<file path="src/rtl/rvb_addr_pkg.sv">
package rvb_addr_pkg;
  localparam int unsigned AW        = 18;
  localparam int unsigned SEL_W     = 5;
  localparam int unsigned N_PLAIN   = 20;
  localparam int unsigned N_FB_REG  = 2;
  localparam int unsigned N_FB      = 4;
  localparam int unsigned N_RAW     = N_PLAIN + N_FB_REG;
  localparam int unsigned N_TAP     = N_PLAIN + N_FB;
  localparam int unsigned REG_START = N_RAW;
  localparam logic [AW:0] RAM_TOP   = 19'h40000;
  localparam logic [15:0] START_MIN = 16'h0200;

  typedef logic [AW-1:0] hw_addr_t;
  typedef logic [AW:0]   hw_wide_t;
endpackage

</file>
<file path="src/rtl/rvb_ptr.sv">
module rvb_ptr
  import rvb_addr_pkg::*;
(
  input  logic        clk_i,
  input  logic        rst_ni,
  input  logic        start_we_i,
  input  logic [15:0] start_val_i,
  input  logic        tick_i,
  output hw_addr_t    start_o,
  output hw_addr_t    ptr_o
);
  hw_addr_t start_q, ptr_q, new_start;
  hw_wide_t ptr_inc;
  logic     force_zero, do_load;

  assign force_zero = (start_val_i == 16'hFFFF) || (start_val_i <= START_MIN);
  assign new_start  = force_zero ? '0 : hw_addr_t'({start_val_i, 2'b00});
  // forced zero always reloads; otherwise only a changed start reloads
  assign do_load    = start_we_i && (force_zero || (new_start != start_q));
  assign ptr_inc    = {1'b0, ptr_q} + hw_wide_t'(1);

  always_ff @(posedge clk_i or negedge rst_ni) begin
    if (!rst_ni) begin
      start_q <= '0;
      ptr_q   <= '0;
    end else if (do_load) begin
      start_q <= new_start;
      ptr_q   <= new_start;
    end else if (tick_i) begin
      ptr_q <= (ptr_inc >= RAM_TOP) ? start_q : ptr_inc[AW-1:0];
    end
  end

  assign start_o = start_q;
  assign ptr_o   = ptr_q;
endmodule

</file>
<file path="src/rtl/rvb_ofs_calc.sv">
module rvb_ofs_calc
  import rvb_addr_pkg::*;
#(
  parameter int unsigned MOD_STEPS = 16
) (
  input  logic             clk_i,
  input  logic             rst_ni,
  input  logic             we_i,
  input  logic [SEL_W-1:0] waddr_i,
  input  logic [15:0]      wdata_i,
  input  hw_wide_t         space_i,
  output logic             ready_o,
  output hw_addr_t         ofs_o [N_RAW]
);
  localparam int unsigned STEP_W = $clog2(MOD_STEPS);
  localparam int unsigned IDX_W  = $clog2(N_RAW);
  localparam int unsigned CW     = AW + 1 + MOD_STEPS;

  typedef enum logic {ST_IDLE, ST_CALC} st_e;

  logic [15:0]      raw_q [N_RAW];
  hw_addr_t         ofs_q [N_RAW];
  hw_wide_t         val_q;
  logic [STEP_W-1:0] step_q;
  logic [IDX_W-1:0] idx_q, idx_nxt;
  logic             dirty_q, wr_hit, last_idx;
  st_e              st_q;
  logic [CW-1:0]    div, val_ext, red;

  function automatic hw_wide_t scale4(input logic [15:0] r);
    return hw_wide_t'({r, 2'b00});
  endfunction

  assign wr_hit   = we_i && (waddr_i <= SEL_W'(REG_START));
  assign last_idx = (idx_q == IDX_W'(N_RAW - 1));
  assign idx_nxt  = last_idx ? '0 : idx_q + 1'b1;
  // restoring reduction: one multiple of space per cycle, largest first
  assign div      = CW'(space_i) << step_q;
  assign val_ext  = CW'(val_q);
  assign red      = (val_ext >= div) ? (val_ext - div) : val_ext;

  always_ff @(posedge clk_i or negedge rst_ni) begin
    if (!rst_ni) begin
      for (int i = 0; i < N_RAW; i++) raw_q[i] <= '0;
    end else if (we_i && (waddr_i < SEL_W'(N_RAW))) begin
      raw_q[waddr_i] <= wdata_i;
    end
  end

  always_ff @(posedge clk_i or negedge rst_ni) begin
    if (!rst_ni) begin
      st_q    <= ST_IDLE;
      dirty_q <= 1'b0;
      idx_q   <= '0;
      val_q   <= '0;
      step_q  <= '0;
      for (int i = 0; i < N_RAW; i++) ofs_q[i] <= '0;
    end else begin
      dirty_q <= dirty_q | wr_hit;
      case (st_q)
        ST_IDLE: begin
          if (dirty_q) begin
            st_q    <= ST_CALC;
            dirty_q <= wr_hit;
            idx_q   <= '0;
            val_q   <= scale4(raw_q[0]);
            step_q  <= STEP_W'(MOD_STEPS - 1);
          end
        end
        ST_CALC: begin
          if (step_q == '0) begin
            ofs_q[idx_q] <= red[AW-1:0];
            if (last_idx) begin
              st_q <= ST_IDLE;
            end else begin
              idx_q  <= idx_nxt;
              val_q  <= scale4(raw_q[idx_nxt]);
              step_q <= STEP_W'(MOD_STEPS - 1);
            end
          end else begin
            val_q  <= red[AW:0];
            step_q <= step_q - 1'b1;
          end
        end
        default: st_q <= ST_IDLE;
      endcase
    end
  end

  assign ofs_o   = ofs_q;
  assign ready_o = (st_q == ST_IDLE) && !dirty_q;
endmodule

</file>
<file path="src/rtl/rvb_tap_addr.sv">
module rvb_tap_addr
  import rvb_addr_pkg::*;
(
  input  hw_addr_t         ofs_i [N_RAW],
  input  hw_addr_t         ptr_i,
  input  hw_wide_t         space_i,
  input  logic [SEL_W-1:0] sel_i,
  input  logic             inc_i,
  output hw_addr_t         addr_o
);
  hw_addr_t tap_ofs [N_TAP];
  hw_addr_t sel_ofs;
  hw_wide_t sum;

  for (genvar t = 0; t < N_TAP; t++) begin : g_tap
    if (t < N_PLAIN) begin : g_plain
      assign tap_ofs[t] = ofs_i[t];
    end else begin : g_fb
      localparam int unsigned K   = t - N_PLAIN;
      localparam int unsigned MIX = N_PLAIN - N_FB + K;
      localparam int unsigned FBR = N_PLAIN + K / 2;
      assign tap_ofs[t] = (ofs_i[MIX] >= ofs_i[FBR])
                          ? ofs_i[MIX] - ofs_i[FBR]
                          : hw_addr_t'(space_i + {1'b0, ofs_i[MIX]} - {1'b0, ofs_i[FBR]});
    end
  end

  assign sel_ofs = (sel_i < SEL_W'(N_TAP)) ? tap_ofs[sel_i] : '0;
  assign sum     = {1'b0, ptr_i} + {1'b0, sel_ofs} + hw_wide_t'(inc_i);
  assign addr_o  = (sum >= RAM_TOP) ? hw_addr_t'(sum - space_i) : sum[AW-1:0];
endmodule

</file>
<file path="src/rtl/rvb_addr_gen.sv">
module rvb_addr_gen
  import rvb_addr_pkg::*;
#(
  parameter int unsigned MOD_STEPS = 16
) (
  input  logic        clk_i,
  input  logic        rst_ni,
  input  logic        wr_en_i,
  input  logic [4:0]  wr_addr_i,
  input  logic [15:0] wr_data_i,
  input  logic        tick_i,
  input  logic [4:0]  tap_sel_i,
  input  logic        tap_inc_i,
  output logic [17:0] addr_o,
  output logic [17:0] ptr_o,
  output logic        ready_o
);
  hw_addr_t start_addr, ptr;
  hw_wide_t space;
  hw_addr_t ofs [N_RAW];
  logic     start_we;

  assign start_we = wr_en_i && (wr_addr_i == SEL_W'(REG_START));
  assign space    = RAM_TOP - {1'b0, start_addr};

  rvb_ptr u_ptr (
    .clk_i      (clk_i),
    .rst_ni     (rst_ni),
    .start_we_i (start_we),
    .start_val_i(wr_data_i),
    .tick_i     (tick_i),
    .start_o    (start_addr),
    .ptr_o      (ptr)
  );

  rvb_ofs_calc #(.MOD_STEPS(MOD_STEPS)) u_calc (
    .clk_i  (clk_i),
    .rst_ni (rst_ni),
    .we_i   (wr_en_i),
    .waddr_i(wr_addr_i),
    .wdata_i(wr_data_i),
    .space_i(space),
    .ready_o(ready_o),
    .ofs_o  (ofs)
  );

  rvb_tap_addr u_tap (
    .ofs_i  (ofs),
    .ptr_i  (ptr),
    .space_i(space),
    .sel_i  (tap_sel_i),
    .inc_i  (tap_inc_i),
    .addr_o (addr_o)
  );

  assign ptr_o = ptr;
endmodule

</file>
<file path="config.mk">
export PLATFORM = sky130hd
export DESIGN_NAME = rvb_addr_gen
export DESIGN_NICKNAME = d
export VERILOG_FILES = /design/src/rtl/rvb_addr_pkg.sv /design/src/rtl/rvb_ptr.sv /design/src/rtl/rvb_ofs_calc.sv /design/src/rtl/rvb_tap_addr.sv /design/src/rtl/rvb_addr_gen.sv
export SDC_FILE = /design/constraint.sdc
export NUM_CORES = 2
export LEC_CHECK = 0
export ABC_AREA = 1
export BUFFER_PORTS_ARGS = -buffer_cell sky130_fd_sc_hd__buf_2
export CORE_MARGIN = 4
export CORE_UTILIZATION = 65
export CTS_CLUSTER_DIAMETER = 50
export DETAILED_ROUTE_END_ITERATION = 10
export PLACE_DENSITY = 0.8
export SYNTH_ARGS = -nofsm -noshare
export SYNTH_HDL_FRONTEND = slang
export SYNTH_SLANG_ARGS = --single-unit
</file>
<file path="constraint.sdc">
create_clock -name clk_i -period 8.3 [get_ports clk_i]
set_clock_uncertainty 0.2 [all_clocks]
set_input_delay 0.83 -clock clk_i [delete_from_list [all_inputs] [get_ports clk_i]]
set_output_delay 0.83 -clock clk_i [all_outputs]
set_load 0.01 [all_outputs]
</file>
# After elaboration in Yosys (flattened, before gate mapping)
# Index checks and enable logic that the tools add are counted.
# classes
add_sub_neg	20
order_cmp	17
n_eq_ne	9
shift	1
mux	42
n_bitwise	6
n_reduce_logical	16
# ops
cell	count
396-bit bitwise mux	1
352-bit bitwise mux	1
18-bit 2-to-1 mux	13
18-bit subtractor	9
18-bit binary-select mux with 5-bit select	1
18-bit demux with 5-bit select	1
16-bit binary-select mux with 5-bit select	1
16-bit demux with 5-bit select	1
19-bit 2-to-1 mux	4
18-bit adder	4
18-bit greater-or-equal comparator	4
16-bit 2-to-1 mux	3
19-bit greater-or-equal comparator, second input constant	2
19-bit case mux with 2 select lines	1
19-bit by 35-bit greater-or-equal comparator with 1-bit output	1
19-bit by 4-bit left shift with 35-bit output	1
6-bit greater-or-equal comparator, second input constant	4
5-bit inverter with 6-bit output	4
5-bit 2-to-1 mux	4
18-bit by 1-bit adder with 19-bit output, second input constant	1
18-bit by 18-bit adder with 19-bit output	1
19-bit by 1-bit adder with 19-bit output	1
19-bit by 18-bit subtractor with 19-bit output, first input constant	1
19-bit subtractor	1
26 further kinds	46
# totals
reg_bits	814
word_cells	163

# Logic depth before layout (Yosys ltp)
# depth
ltp_word	12
ltp_mapped	42
mapped_depth_nobuf	41

# By module
# Synthesis repeated with hierarchy kept, for this count alone.
# unflattened
hier_cells	8037
area_unflattened_um2	55678.4
# modules_own_cells
mod	n_inst	cells_each	area_each_um2	seq_area_each_um2
rvb_ofs_calc	1	4510	35726.8	19468.7
rvb_tap_addr	1	3054	16854.9	0.0
rvb_ptr	1	373	2583.7	850.8
rvb_addr_gen	1	100	513.0	0.0

# Worst setup path before layout
# No wires, ideal clock.
# synth_path
kind	reg2out
start	register u_ptr.start_q[2] (netlist: u_ptr.start_o[2])
end	output addr_o[17]
arrival_ps	5798
required_time_ps	7270
path_slack_ps	1472
path_stages_with_launch	34
path_buffers	0
cell_sequence	dfrtp_1 > inv_2 > ha_1 > xnor2_1 > fa_1 > ha_1 > a21oi_1 > nand2_1 > a21o_1 > a21oi_1 > xor2_1 > nand2_1 > nand3_1 > nand2_1 > nand2_1 > nand3_1 > nand3_1 > nand2_1 > ha_1 > nand2_1 > o21ai_0 > a31oi_1 > o21ai_0 > xor2_1 > inv_1 > ha_1 > nand2_1 > nor2_1 > inv_1 > nor3_1 > a221oi_1 > xnor2_1 > nand2_1 > xor2_1
# synth_between
elab_chain_len	12
word_cells_on_any_way	22
# synth_rtl
element	line_no	rtl
start, declared	rvb_ptr.sv:12	hw_addr_t start_q, ptr_q, new_start;
start signal, assigned	rvb_ptr.sv:27	start_q <= new_start;
19-bit by 18-bit subtractor with 19-bit output (*)	rvb_addr_gen.sv:24	assign space = RAM_TOP - {1'b0, start_addr};
18-bit adder	rvb_tap_addr.sv:24	: hw_addr_t'(space_i + {1'b0, ofs_i[MIX]} - {1'b0, ofs_i[FBR]});
18-bit subtractor	rvb_tap_addr.sv:24	
18-bit 2-to-1 mux	rvb_tap_addr.sv:23	? ofs_i[MIX] - ofs_i[FBR]
18-bit binary-select mux with 5-bit select	rvb_tap_addr.sv:28	assign sel_ofs = (sel_i < SEL_W'(N_TAP)) ? tap_ofs[sel_i] : '0;
18-bit 2-to-1 mux (implied by the code) (2 in series)	rvb_tap_addr.sv:28	
18-bit 2-to-1 mux	rvb_tap_addr.sv:28	
18-bit by 18-bit adder with 19-bit output	rvb_tap_addr.sv:29	assign sum = {1'b0, ptr_i} + {1'b0, sel_ofs} + hw_wide_t'(inc_i);
19-bit by 1-bit adder with 19-bit output	rvb_tap_addr.sv:29	
18-bit subtractor or 19-bit greater-or-equal comparator (tied branches)	rvb_tap_addr.sv:30	assign addr_o = (sum >= RAM_TOP) ? hw_addr_t'(sum - space_i) : sum[AW-1:0];
18-bit 2-to-1 mux (*)	rvb_tap_addr.sv:30	
end, declared	rvb_addr_gen.sv:14	output logic [17:0] addr_o,
# Mark *: on every way between the ends. The rest lies on a longest branch, timed or not. The select of a mux whose other input is x is not followed.

# Worst setup path in the final report
# layout_path
start	register u_ptr.start_q[5] (netlist: u_ptr.start_o[5])
end	output addr_o[17]
# Same word-level chain as after synthesis.

==> flow_summary_export.csv <==
group,metric,value,unit
grt,gr-total-overflow,0,
worst_setup_path,critPathBufInv,4,
logic_synthesis,muxShareOfSynthArea,0.0416,%
timing,min_period_over_period,94.9,%
logic_synthesis,yosys-top-cells-count,"1523 x nand2_1, 843 x o21ai_0, 766 x dfrtp_1",
logic_synthesis,syn_area_per_cell,7.56,um2
final_layout,drive_gt1_share,8.14,%
placed_design,place_congestion,1.03,
grt,grt_antenna_before_repair,2,
worst_setup_path,cp_slowest_cell,"fa_1",
timing,fmax,0.127,GHz
routing,wire_per_inst,22.5,um
worst_setup_path,critPathKind,"flop to output pin",
grt,grt_start_max_net_pins,162,
grt,grt_pass1_vias,45188,
routing,wl,165,mm
logic_synthesis,synth_flop_cell,"dfrtp_1",
timing,maxSlewViolCount,0,
routing,antenna_left,0,
routing,drc_errors,0,
logic_synthesis,synth_warnings,0,
floorplanning,core-area,73200,um2
worst_setup_path,endpoint_kind,"output pin",
pwr,powerDensity,329,nW/um2
logic_synthesis,synthCells,6363,
routing,routed_via_density,6.37,
clock_network,clk_pin_slew,60,ps
logic_synthesis,synth-compound-area-share,20.1,%
routing,drt-initial-drc-count,5579,
worst_setup_path,crit_path_frequent_cell,"nand2_1",
placed_design,port_buffers,67,
logic_synthesis,yosys.area.top_type,"dfrtp_1",
logic_synthesis,synth_cell_types,57,
pwr,seqPwrFrac,28.2,%
pwr,internal_power,9480,uW
worst_setup_path,regToRegSetupSlack,2490,ps
floorplanning,num_rows,99,
worst_setup_path,crit_family,"simple AND/OR/NAND/NOR gates",
worst_hold_path,hold_path_class,"input pin to flop",
timing,hold_viol_final,0,
floorplanning,die_w,280,um
final_layout,area_growth,9.73,%
logic_synthesis,netlist_area,48100,um2
clock_network,clock_latency,670,ps
timing,worst_pin_slew,1190,ps
logic_synthesis,synth-seq-cells,766,
clock_network,cts_root_buf,"clkbuf_16",
logic_synthesis,seq_area_frac_synth,39.8,%
floorplanning,dieArea,78500,um2
grt,grt_usage,41.6,%
final_layout,fin_nets,6581,
routing,drt_first_pass_iters,8,
grt,grt_pass1_wl,256,mm
logic_synthesis,synth_top_family_by_area,"simple AND/OR/NAND/NOR gates",
timing,rsz0062_at_grt,"no",
clock_network,clkSinkCount,766,
worst_setup_path,cp_data_arrival_time,6840,ps
timing,final.setup.tns,0,ps
logic_synthesis,yosys.area.top_type_share,39.8,%
logic_synthesis,synthArstFlopShare,100,%
clock_network,clockBufferDepth,3,
logic_synthesis,synthAdderAreaFrac,7.85,%
timing,worst_hold_slack,269,ps
pwr,vdd_ir_drop_max,0.294,mV
floorplanning,fp.dieH,280,um
worst_setup_path,cp.required,7270,ps
clock_network,numCtsBuffers,89,
pwr,cellLeakagePower,0.0250,uW
worst_setup_path,max_stage_delay,450,ps
worst_setup_path,crit_path_start_kind,"flop",
routing,vias,46695,
pwr,combPwrFrac,47.6,%
logic_synthesis,synthXorXnorAreaFrac,3.06,%
pwr,switching_power,7910,uW
worst_setup_path,worst-path-max-fanout,9,
pwr,swShare,45.5,%
timing,setup_violations,0,
floorplanning,num_io_pins,68,
timing,post-route-min-period,7870,ps
logic_synthesis,yosys.area_share.simple,22.2,%
logic_synthesis,synth_most_common_cell,"nand2_1",
logic_synthesis,synth.area.top_cells,"dfrtp_1 40%, nand2_1 12%, o21ai_0 8.8%, a21oi_1 5.2%, ha_1 4.9%",
pwr,clock_power_share,24.2,%
timing,slew_headroom,20.3,%
clock_network,cts_tree,"built",
clock_network,cts_max_level,3,
logic_synthesis,synth_edf_count,0,
floorplanning,initial_core_util,65.7,%
outcome,status,"finished, final reports clean",
placed_design,hpwl,113,mm
final_layout,fillers,5786,
run,cap_viol_max_count,0,
## tightest hold or removal path: cells and delay by family
| family | cells | cell delay [ps] |
|---|---|---|
| AO/OA/AOI/OAI | 1 | 60 |
| buffers and inverters | 1 | 150 |
| AND/OR/NAND/NOR | 1 | 60 |
## logic make-up after synthesis
group,Yosys count
other cells,2
fa+ha+maj,260
buf+inv,853
mux,2
xor+xnor,168
simple gates,2556
compound gates,1756
flops,766
## flip-flops by register name (all words and copies together), names as in the netlist
register / flops
u_calc.dirty_q: 1
u_calc.idx_q: 5
u_calc.ofs_o: 352
u_calc.raw_q: 352
u_calc.st_q: 1
u_calc.step_q: 4
u_calc.val_q: 17
u_ptr.ptr_o: 18
u_ptr.start_o: 16
## power by group through the flow
stage | logic, uW | registers [uW] | clock network, uW
after global placement | 7780 | 4910 | 0
after floorplan | 5600 | 4780 | 0
after global routing | 9000 | 4980 | 4370
final | 8270 | 4910 | 4210
after detailed placement | 7880 | 4940 | 0
after CTS | 7940 | 4880 | 4220
## layer usage
layer  part of all wire, %  vias up  GRT usage, %
li1                      -    21250             -
met1                    38    22139          53.3
met2                    46     2655          66.6
met3                   8.6      651          6.01
met4                   8.0        0          27.5
met5                     0        -             0
## cell usage in the layout, fill, tap and decap left out, types with 19 or more instances in the layout
master,instances
nand2_1,1510
o21ai_0,826
dfrtp_1,763
a21oi_1,489
nor2_1,480
inv_1,442
nand3_1,346
ha_1,175
buf_4,140
xor2_1,92
clkbuf_16,89
o21ai_1,88
a31oi_1,86
xnor2_1,76
o211ai_1,76
nand4_1,72
fa_1,70
buf_2,64
nor3_1,37
a21o_1,31
a221oi_1,28
o221ai_1,28
o2111ai_1,22
nand2_4,19
clkbuf_8,19
## final cells by class
class                   instances  area [um2]  share of cell area [%]
diodes                          1        2.50                 0.00474
clock buffers                 123        2540                    4.82
clock inverters                45         661                    1.25
inverters                     469        1780                    3.38
multi-input cells            4752       25900                    49.1
flip-flops and latches        766       19200                    36.3
well taps                     959        1200                    2.27
repair buffers                212        1500                    2.85
## path summary, 6_finish.rpt
check	start	endpoint	cells past startpoint
worst max-delay path	u_ptr.start_o[5]$_DFFE_PN0P_	addr_o[17]	38
worst min-delay path	wr_data_i[3]	u_calc.raw_q[275]$_DFFE_PN0P_	3
worst max register to register	u_ptr.start_o[5]$_DFFE_PN0P_	u_calc.ofs_o[39]$_DFFE_PN0P_	26
worst min register to register	u_calc.ofs_o[250]$_DFFE_PN0P_	u_calc.ofs_o[250]$_DFFE_PN0P_	2
max in group asynchronous	rst_ni	u_calc.idx_q[0]$_DFFE_PN0P_	4
min in group asynchronous	rst_ni	u_calc.ofs_o[74]$_DFFE_PN0P_	2
## through the flow
stage / setup WS, ps / utilization [%] / std cells / power (uW) / cell area (um2)
after floorplan: 1470 / - / 6371 / 10400 / 48200
after global placement: 680 / 67.3 / 7150 / 12700 / 49300
after detailed placement: 632 / 67.3 / 7150 / 12800 / 49300
after CTS: 41.9 / 71.7 / 7319 / 17000 / 52500
after global routing: 0.210 / 72.1 / 7327 / 18300 / 52800
final: 426 / 72.1 / 7327 / 17400 / 52800
## what timing repair did
action,CTS,global route
hold endpoints to repair,55,0
resized for setup,0,87
setup endpoints to repair,0,8
buffers inserted,0,7
hold buffers,1,0
No activity file was read; power rests on OpenSTA's default activity.
